==> config.mk <==
export PLATFORM = sky130hd
export DESIGN_NAME = bcd_seg_decoder
export DESIGN_NICKNAME = d
export VERILOG_FILES = /design/src/rtl/bcd_seg_decoder.sv
export SDC_FILE = /design/constraint.sdc
export NUM_CORES = 1
export LEC_CHECK = 0
export BUFFER_PORTS_ARGS = -buffer_cell sky130_fd_sc_hd__buf_2
export CELL_PAD_IN_SITES_DETAIL_PLACEMENT = 0
export CELL_PAD_IN_SITES_GLOBAL_PLACEMENT = 1
export CORE_AREA = 5 5 42 44
export DETAILED_ROUTE_END_ITERATION = 6
export DIE_AREA = 0 0 47 49
export PLACE_DENSITY = 0.64
export SYNTH_ARGS = -nofsm -noshare
export SYNTH_HDL_FRONTEND = slang
export SYNTH_SLANG_ARGS = --single-unit
export TNS_END_PERCENT = 50
==> constraint.sdc <==
create_clock -name vclk -period 1.7
set_clock_uncertainty 0.05 [all_clocks]
set_input_delay 0.425 -clock vclk [all_inputs]
set_output_delay 0.425 -clock vclk [all_outputs]
set_load 0.1 [all_outputs]
==> src/rtl/bcd_seg_decoder.sv <==
module bcd_seg_decoder (
  input  logic [3:0] digit,
  input  logic       lamp_test_n,
  input  logic       rbi_n,
  input  logic       blank_in_n,
  output logic [6:0] seg_n,
  output logic       rbo_n
);

  logic [6:0] glyph;
  logic       zero_blank;
  logic       dark;

  always_comb begin
    unique case (digit)
      4'd0:    glyph = 7'h3F;
      4'd1:    glyph = 7'h06;
      4'd2:    glyph = 7'h5B;
      4'd3:    glyph = 7'h4F;
      4'd4:    glyph = 7'h66;
      4'd5:    glyph = 7'h6D;
      4'd6:    glyph = 7'h7D;
      4'd7:    glyph = 7'h07;
      4'd8:    glyph = 7'h7F;
      4'd9:    glyph = 7'h6F;
      default: glyph = 7'h40;
    endcase
  end

  assign zero_blank = !rbi_n && (digit == 4'd0);
  assign dark       = lamp_test_n && (!blank_in_n || zero_blank);

  assign seg_n = !lamp_test_n ? 7'b0000000 : (dark ? 7'b1111111 : ~glyph);
  assign rbo_n = !dark;

  always_comb begin
    if (!lamp_test_n)
      assert_lamp_all_on_R3: assert (seg_n == 7'b0000000 && rbo_n);
    if (lamp_test_n && !blank_in_n)
      assert_blank_dark_R4: assert (seg_n == 7'b1111111 && !rbo_n);
    if (lamp_test_n && blank_in_n && !rbi_n && digit == 4'd0)
      assert_zero_ripple_R5: assert (seg_n == 7'b1111111 && !rbo_n);
    if (lamp_test_n && blank_in_n && digit != 4'd0)
      assert_nonzero_shown_R6: assert (rbo_n && seg_n != 7'b1111111);
    if (seg_n != 7'b1111111)
      assert_lit_rbo_high_R7: assert (rbo_n);
  end

endmodule

* After elaboration in Yosys (flattened, before gate mapping) *
Memory sizes are Yosys's and may differ from the RTL's.
Index checks and enable logic that the tools add are counted.
Widths: inputs -> output; s select.

storage, ports and cells
  bits in registers = 0
  ROM bits = 112
  bits of input ports = 7
  output and inout port bits = 8
  logic and storage cells = 11
  memories kept = 1

memory list
  memory           words  width  rd ports  clocked after Yosys merged registers in  write ports  line  RTL
  (no name shown)  16     7      1         0                                        0            15    unique case (digit)

cells by class
  mux-type cells = 2
  bitwise operators = 1
  reductions and logical operators = 7

operators with widths
  kind               count
  $mux 7             2
  $not 7->7          1
  $logic_not 4->1    1
  $logic_not 1->1    3
  $logic_and 1x1->1  2
  $logic_or 1x1->1   1

* Logic depth before layout (Yosys ltp) *
Gate-level depths: netlist of run 1.

  word-level depth = 6
  depth in mapped cells = 5
  mapped depth without buffers = 5

* Worst setup path before layout of run 1 *
No wires, ideal clock.

  path kind = input-to-output
  start point = input digit[0]
  end point = output seg_n[0]
  arrival time = 2.334 ns
  data required time = 1.225 ns
  slack = -1.109 ns
  cell stages on the path = 5
  buffers on the path = 0
  cell sequence = inv_1 ha_1 nor3b_4 a21oi_1 o21ai_1

on the way
  longest elaborated chain between the ends = 6
  elaborated cells between the ends (all ways) = 8

ends and longest elaborated chain
  element                                                               line  RTL
  start, declared                                                       2     input logic [3:0] digit,
  parallel branches: the longest is 4 deep, another holds $mem_v2 16x7  n/a
  $mux 7 (*) (2 in a row)                                               33    assign seg_n = !lamp_test_n ? 7'b0000000 : (dark ? 7'b1111111 : ~glyph);
  end, declared                                                         6     output logic [6:0] seg_n,

Mark *: on every way between the ends.

* Final worst setup path of run 1 *
  start point = input digit[1]
  end point = output seg_n[4]

The elaborated chain is that of the path after synthesis.

==> summary.md, run 1 <==
| Metric | Value |
|---|---|
| Worst path slowest cell | nor3b_4 |
| Clock share of power | 0 |
| Antenna violations before repair | 0 |
| Max-slew violations | 0 |
| RePlAce Congestion | 0.675 |
| Grt total ovfl | 0 |
| HPWL Detailed | 744 µm |
| Maximum fanout along the worst path | 4 |
| Placement Rows | 14 |
| Internal power | 0.000130 W |
| DR WL/cell | 9.62 µm |
| WP data required | 1.22 ns |
| Largest net degree at the start of global routing | 6 |
| Critical path, cell by cell | buf_12 -> inv_16 -> ha_4 -> nor3b_4 -> a21bo_2 -> o21a_4 -> buf_12 |
| Total power | 0.000317 W |
| Drt first pass iters | 2 |
| Vias in the first global route | 336 |
| Yosys top cell area share | 0.229 |
| CP peak stage delay | 0.23 ns |
| Synthesis-to-layout area growth | 165% |
| Overall Global Routing Usage | 0.0695 |
| Setup WS post-layout | -0.250 ns |
| Post-route clock period utilization | 1.15 |
| Layout cells sized above 1 | 0.754 |
| DRT antenna net count | 0 |
| Storage cell area | 0 µm² |
| Top cells by area, synth | ha_1 (23%), a21oi_1 (11%), o21a_1 (8.3%), nor3b_4 (6.9%), o21ai_2 (6.4%) |
| Sequential share of the synthesized area | 0 |
| Post-Synthesis Cells | 38 |
| Synth Area per Inst | 7.18 µm² |
| Die area | 2300 µm² |
| Startpoint types | input port |
| Failing checks | setup timing |
| Total number of vias | 353 |
| Max-cap violations | 0 |
| Final Hold Fails | 0 |
| Pleak | 0.322 nW |
| RSZ-0062 raised after global routing | yes |
| Synth area leader | ha_1 |
| Clock buffers | 0 |
| Die H | 49 µm |
| Worst setup EP type | output port |
| Worst path most repeated cell | buf_12 |
| Setup WS pre-CTS | -0.397 ns |
| Switch Pwr | 0.000187 W |
| Synth Warn # | 0 |
| Post-CTS Setup Inserts | 0 |
| Initial cell density of the core | 0.195 |
| Worst ir drop on vdd | 0.249 mV |
| Post-synth cell types | 17 |
| WS Path Type | in2out |
| Hold Crit Class | in2out |
| Filler Cell Count | 133 |
| Status | finished, violations left |
| Mapped cell area | 273 µm² |
| Fmax | 513 MHz |
| Routed WL | 779 µm |
| Final setup viols | 8 |
| CP arrival | 1.47 ns |
| First-pass GRT wire length | 1320 µm |
| Vias per inst | 4.36 |
| DRC viols | 0 |
| Power density cells | 439 nW/µm² |
| Core footprint | 1400 µm² |
| Comb power frac | 1.000 |
| Diodes inserted | 0 |
| Syn nets | 50 |
| Port Buffers | 15 |
| Drt first-iter violations | 1 |
| Number of flip-flops and latches | 0 |
| Die Width | 47 µm |
| Fin nets | 79 |
| Flop pwr share | 0 |
| Net Sw Frac | 0.590 |
| Worst slew pin tran | 0.381 ns |
| Ports | 15 |
| Max-slew headroom | 0.745 |
| Crit path time final | 1.95 ns |
-- critical path: cells and delay by family --
kind,cells,cell delay [ns]
AO/OA/AOI/OAI,2,0.38
AND/OR/NAND/NOR,1,0.23
adder cells (fa/ha/maj),1,0.11
buffers and inverters,3,0.32
-- power groups by stage --
stage                     Sequential [W]  Combinational [W]  Clock [W]
after floorplan                        0           0.000194          0
after global placement                 0           0.000307          0
after detailed placement               0           0.000309          0
after CTS                              0           0.000321          0
after global routing                   0           0.000332          0
final                                  0           0.000317          0
-- timing repair --
action                     CTS  global route
hold buffers                 0             0
pin swaps                    6             1
gates resized for setup     10             0
setup endpoints to repair    8             8
-- placed cells by master, fill, tap and decap left out, types with 2 or more instances in the layout --
| cell | count |
|---|---|
| a21oi_1 | 2 |
| buf_4 | 13 |
| nand2_1 | 3 |
| buf_12 | 9 |
| ha_1 | 4 |
| buf_2 | 5 |
| nor2_1 | 2 |
| o21a_4 | 3 |
| a21oi_2 | 5 |
| o21ai_4 | 4 |
| inv_1 | 2 |
-- synth_stat cells --
master,instances
a21bo_1,1
a21bo_2,1
a21oi_1,6
a21oi_2,1
a22oi_1,1
buf_6,1
ha_1,5
inv_1,4
nand2_1,4
nand2b_1,1
nor2_1,2
nor3b_4,1
o21a_1,3
o21ai_1,3
o21ai_2,2
or2_0,1
or2_4,1
-- per-stage QoR --
stage	util	area (µm²)	cells	TNS, ns	hold slack (ns)
after floorplan	-	383	38	-1.58	0.999
after global placement	0.488	684	81	-2.55	1.25
after detailed placement	0.488	684	81	-2.67	1.26
after CTS	0.516	723	81	-1.75	1.26
after global routing	0.516	723	81	-2.19	1.30
final	0.516	723	81	-1.69	1.27
-- per-layer routing --
metal,part of all wire,global-route usage,vias up
met4,0,0,0
li1,-,-,186
met1,0.40,0.0935,159
met2,0.54,0.127,8
met3,0.056,0,0
met5,0,0,-
-- cell type report --
cell class,instances,area (µm²),area share
Inverter,4,38.8,0.0536
Tap cell,16,20.0,0.0277
Multi-Input combinational cell,33,347,0.479
Timing Repair Buffer,28,318,0.439
-- final timing paths --
kind	endpoint	cells after the start	start
max	seg_n[4]	7	digit[1]
min	rbo_n	4	lamp_test_n
-- logic make-up (layout without fill, tap and decap cells) --
| logic type | count (synthesis) | in the layout | synth area share |
|---|---|---|---|
| AOI/OAI and AO/OA | 18 | 18 | 0.445 |
| adders and majority gates | 5 | 5 | 0.229 |
| and+or+nand+nor | 10 | 10 | 0.229 |
| buffers and inverters | 5 | 32 | 0.0963 |
No activity file was read; power rests on OpenSTA's default activity.
==> inputs of run 2 (changes only) <==
--- a/config.mk
+++ b/config.mk
@@ -12,6 +12,7 @@
 export DETAILED_ROUTE_END_ITERATION = 6
 export DIE_AREA = 0 0 47 49
 export PLACE_DENSITY = 0.64
+export SKIP_LAST_GASP = 1
 export SYNTH_ARGS = -nofsm -noshare
 export SYNTH_HDL_FRONTEND = slang
 export SYNTH_SLANG_ARGS = --single-unit
==> summary.md, run 2 (same netlist as run 1, synthesis figures left out) <==
| Metric | Value |
|---|---|
| Number of flip-flops and latches | 0 (unchanged) |
| Worst ir drop on vdd | 0.242 mV (-2.5%) |
| Max-slew violations | 0 (unchanged) |
| Internal power | 0.000127 W (-1.9%) |
| Crit path time final | 1.95 ns (-0.00269 ns) |
| CP arrival | 1.47 ns (about the same) |
| Layout cells sized above 1 | 0.723 (-0.0308) |
| Post-CTS Setup Inserts | 0 (unchanged) |
| Hold Crit Class | in2out |
| Max-cap violations | 0 (unchanged) |
| Hold-fix buffers at CTS | 0 (unchanged) |
| Routed WL | 775 µm (-0.51%) |
| Net Sw Frac | 0.592 (+0.00225) |
| Power density cells | 441 nW/µm² (+0.54%) |
| Startpoint types | input port |
| Antenna violations before repair | 0 (unchanged) |
| DRC viols | 0 (unchanged) |
| Flop pwr share | 0 (unchanged) |
| DRT antenna net count | 0 (unchanged) |
| Max-slew headroom | 0.742 (-0.00328) |
| Comb power frac | 1.000 (about the same) |
| RePlAce Congestion | 0.675 (unchanged) |
| Hold path startpoint | lamp_test_n |
| First-pass GRT wire length | 1320 µm (unchanged) |
| Storage cell area | 0 µm² (unchanged) |
| Final setup viols | 8 (unchanged) |
| Filler Cell Count | 138 (+3.8%) |
| Die Width | 47 µm (unchanged) |
| WS Path Type | in2out |
| HPWL Detailed | 744 µm (unchanged) |
| Vias in the first global route | 334 (-0.60%) |
| Post-route clock period utilization | 1.15 (-0.00158) |
| Final Hold Fails | 0 (unchanged) |
| Ports | 15 (unchanged) |
| Maximum fanout along the worst path | 4 (unchanged) |
| Worst setup EP type | output port |
| Status | finished, violations left |
| Initial cell density of the core | 0.195 (unchanged) |
| Die H | 49 µm (unchanged) |
| WP data required | 1.22 ns (about the same) |
| Worst slew pin tran | 0.386 ns (+0.00490 ns) |
| Switch Pwr | 0.000185 W (-0.99%) |
| Total number of vias | 351 (-0.57%) |
| Port Buffers | 15 (unchanged) |
| Setup WS post-layout | -0.247 ns (+0.00269 ns) |
| Total power | 0.000313 W (-1.4%) |
| Largest net degree at the start of global routing | 6 (unchanged) |
| Placed cell count | 81 (unchanged) |
| Critical path origin | digit[1] |
| Vias per inst | 4.33 (-0.57%) |
| Fin cells | 81 (unchanged) |
| DR WL/cell | 9.57 µm (-0.51%) |
| Grt total ovfl | 0 (unchanged) |
| RSZ-0062 raised after global routing | yes |
| Clock buffers | 0 (unchanged) |
| Placement Rows | 14 (unchanged) |
| Drt first pass iters | 3 (+1) |
| Synthesis-to-layout area growth | 160% |
| Failing checks | setup timing |
| Fmax | 514 MHz (+0.14%) |
| Die area | 2300 µm² (unchanged) |
| Pleak | 0.319 nW (-0.79%) |
| Diodes inserted | 0 (unchanged) |
| Most frequent cells in the layout | buf_4 (13), buf_12 (9), buf_2 (5) |
| Clock share of power | 0 (unchanged) |
| Most common cell after layout, fill and taps aside | buf_4 |
| Drt first-iter violations | 2 (+1) |
| Overall Global Routing Usage | 0.0695 (unchanged) |
| Fin nets | 79 (unchanged) |
| Core footprint | 1400 µm² (unchanged) |
run 2: power groups by stage:
stage                     sequential, W  clock (W)  combinational [W]
after floorplan                       0          0           0.000194
after global placement                0          0           0.000307
after detailed placement              0          0           0.000309
after CTS                             0          0           0.000316
after global routing                  0          0           0.000327
final                                 0          0           0.000313
run 2: critical path, stage by stage:
cell	delay [ns]
buf_12	0.11
inv_16	0.05
ha_4	0.11
nor3b_4	0.23
a21bo_2	0.23
o21a_4	0.15
buf_12	0.16
run 2: per-layer routing:
metal,GRT usage,routed length (µm)
met1,0.0935,316
met2,0.127,414
met3,0,44
met4,0,0
met5,0,0
run 2: area by class of cell:
cell class	instances	area (µm²)	area share
Inverter	4	38.8	0.0547
Multi-Input combinational cell	33	333	0.469
Tap cell	16	20.0	0.0282
Timing Repair Buffer	28	318	0.448
run 2: through the flow:
| stage | setup slack [ns] | hold WS, ns | TNS [ns] | cell area, µm² | util |
|---|---|---|---|---|---|
| global route | -0.309 | 1.30 | -2.25 | 709 | 0.506 |
| detailed placement | -0.397 | 1.26 | -2.67 | 684 | 0.488 |
| global placement | -0.381 | 1.25 | -2.55 | 684 | 0.488 |
| CTS | -0.258 | 1.26 | -1.83 | 709 | 0.506 |
| finish | -0.247 | 1.26 | -1.73 | 709 | 0.506 |
| floorplan | -0.259 | 0.999 | -1.58 | 383 | - |
run 2: path summary, 6_finish.rpt:
| check | to | slack [ns] | cells after the start |
|---|---|---|---|
| min | rbo_n | 1.26 | 4 |
| max | seg_n[4] | -0.25 | 7 |
run 2: timing repair:
item / in CTS / in global routing
resized for setup: 7 / 0
endpoints found under the hold margin: 0 / 0
pin swaps: 5 / 1
endpoints found under the setup margin: 8 / 8
==> inputs of run 3 (changes only) <==
--- a/config.mk
+++ b/config.mk
@@ -11,6 +11,7 @@
 export CORE_AREA = 5 5 42 44
 export DETAILED_ROUTE_END_ITERATION = 6
 export DIE_AREA = 0 0 47 49
+export GPL_TIMING_DRIVEN = 0
 export PLACE_DENSITY = 0.64
 export SKIP_LAST_GASP = 1
 export SYNTH_ARGS = -nofsm -noshare
==> summary.md, run 3 (same netlist as run 1, synthesis figures left out) <==
| Metric | Value |
|---|---|
| Grt total ovfl | 0 (unchanged) |
| Pleak | 0.279 nW (-13%) |
| Comb power frac | 1.000 (about the same) |
| Hold Crit Class | in2out |
| Startpoint types | input port |
| Synthesis-to-layout area growth | 139% |
| Vias per inst | 4.44 (+2.4%) |
| Filler Cell Count | 143 (+3.6%) |
| Placement Rows | 14 (unchanged) |
| DRT antenna net count | 0 (unchanged) |
| RSZ-0062 raised after global routing | yes |
| Switch Pwr | 0.000185 W (-0.29%) |
| First-pass GRT wire length | 1260 µm (-5.2%) |
| Largest net degree at the start of global routing | 11 (+5) |
| Most frequent cells in the layout | buf_12 (7), buf_2 (5), o21ai_4 (4), a21oi_2 (4), ha_1 (4) |
| Port Buffers | 15 (unchanged) |
| Setup WS pre-CTS | -0.708 ns (-0.311 ns) |
| Status | finished, violations left |
| Final Hold Fails | 0 (unchanged) |
| Total number of vias | 324 (-7.7%) |
| Ports | 15 (unchanged) |
| Die area | 2300 µm² (unchanged) |
| Flop pwr share | 0 (unchanged) |
| Max-cap violations | 0 (unchanged) |
| Power density cells | 457 nW/µm² (+3.6%) |
| Hold-fix buffers at CTS | 0 (unchanged) |
| Final setup viols | 8 (unchanged) |
| Diodes inserted | 0 (unchanged) |
| Crit path time final | 1.93 ns (-0.0189 ns) |
| Worst slew pin tran | 0.382 ns (-0.00444 ns) |
| Maximum fanout along the worst path | 4 (unchanged) |
| Number of flip-flops and latches | 0 (unchanged) |
| Die Width | 47 µm (unchanged) |
| Core footprint | 1400 µm² (unchanged) |
| Max-slew headroom | 0.745 (+0.00297) |
| Clock share of power | 0 (unchanged) |
| Most common cell after layout, fill and taps aside | buf_12 |
| Drt first pass iters | 2 (-1) |
| Vias in the first global route | 329 (-1.5%) |
| Fin nets | 71 (-10%) |
| WS Path Type | in2out |
| Worst setup EP type | output port |
| Drt first-iter violations | 1 (-1) |
| Storage cell area | 0 µm² (unchanged) |
| Internal power | 0.000114 W (-11%) |
| Layout cells sized above 1 | 0.702 (-0.0213) |
| DRC viols | 0 (unchanged) |
| RePlAce Congestion | 0.674 (-0.22%) |
| Die H | 49 µm (unchanged) |
| Multi-input combinational cell area | 343 µm² (+3.0%) |
| WP data required | 1.22 ns (about the same) |
| Post-route clock period utilization | 1.13 (-0.0111) |
| Setup WS post-layout | -0.228 ns (+0.0189 ns) |
| Fin Hold WS | 1.22 ns (-0.0376 ns) |
| Net Sw Frac | 0.619 (+0.0270) |
| CP arrival | 1.45 ns (-0.02 ns) |
| Routed WL | 813 µm (+4.9%) |
| Worst ir drop on vdd | 0.185 mV (-24%) |
| Initial cell density of the core | 0.195 (unchanged) |
| Antenna violations before repair | 0 (unchanged) |
| Final TNS setup | -1.67 ns (+0.0545 ns) |
| Failing checks | setup timing |
| Clock buffers | 0 (unchanged) |
| Overall Global Routing Usage | 0.0674 (-0.00211) |
| Max-slew violations | 0 (unchanged) |
| Fmax | 519 MHz (+0.98%) |
| DR WL/cell | 11.1 µm (+16%) |
==> run 3: critical path, stage by stage <==
cell and delay, ns:
buf_12 0.10, inv_16 0.03, ha_4 0.14, nor3b_4 0.15
a21bo_4 0.24, o21a_4 0.20, buf_12 0.16
==> run 3: worst paths after layout <==
check / start / end / cells after the start
setup / recovery: digit[1] / seg_n[6] / 7
hold / removal: lamp_test_n / rbo_n / 3
==> run 3: stage by stage <==
stage                     cells  utilization  total power, W  instance area, µm²
after detailed placement     69        0.341        0.000235                 478
after floorplan              38            -        0.000194                 383
after global routing         73        0.466        0.000311                 653
final                        73        0.466        0.000298                 653
after CTS                    73        0.454        0.000293                 636
after global placement       69        0.341        0.000234                 478
==> run 3: layout make-up <==
class,instances,area share
repair buffers,19,0.368
inverters,4,0.0594
plain buffers,1,0.0172
multi-input cells,33,0.525
well taps,16,0.0307
==> run 3: layer usage <==
layer | global-route usage | wire [µm]
met1 | 0.0761 | 315
met2 | 0.133 | 454
met3 | 0 | 43
met4 | 0.00922 | 0
met5 | 0 | 0
==> run 3: power groups by stage <==
stage / clock network, W / registers, W / logic, W
global route: 0 / 0 / 0.000311
detailed placement: 0 / 0 / 0.000235
floorplan: 0 / 0 / 0.000194
finish: 0 / 0 / 0.000298
CTS: 0 / 0 / 0.000293
global placement: 0 / 0 / 0.000234
==> run 3: what timing repair did <==
action / CTS / global route
setup endpoints to repair: 8 / 8
pin swaps: 6 / 4
gates resized for setup: 35 / 4
buffers inserted: 4 / 0
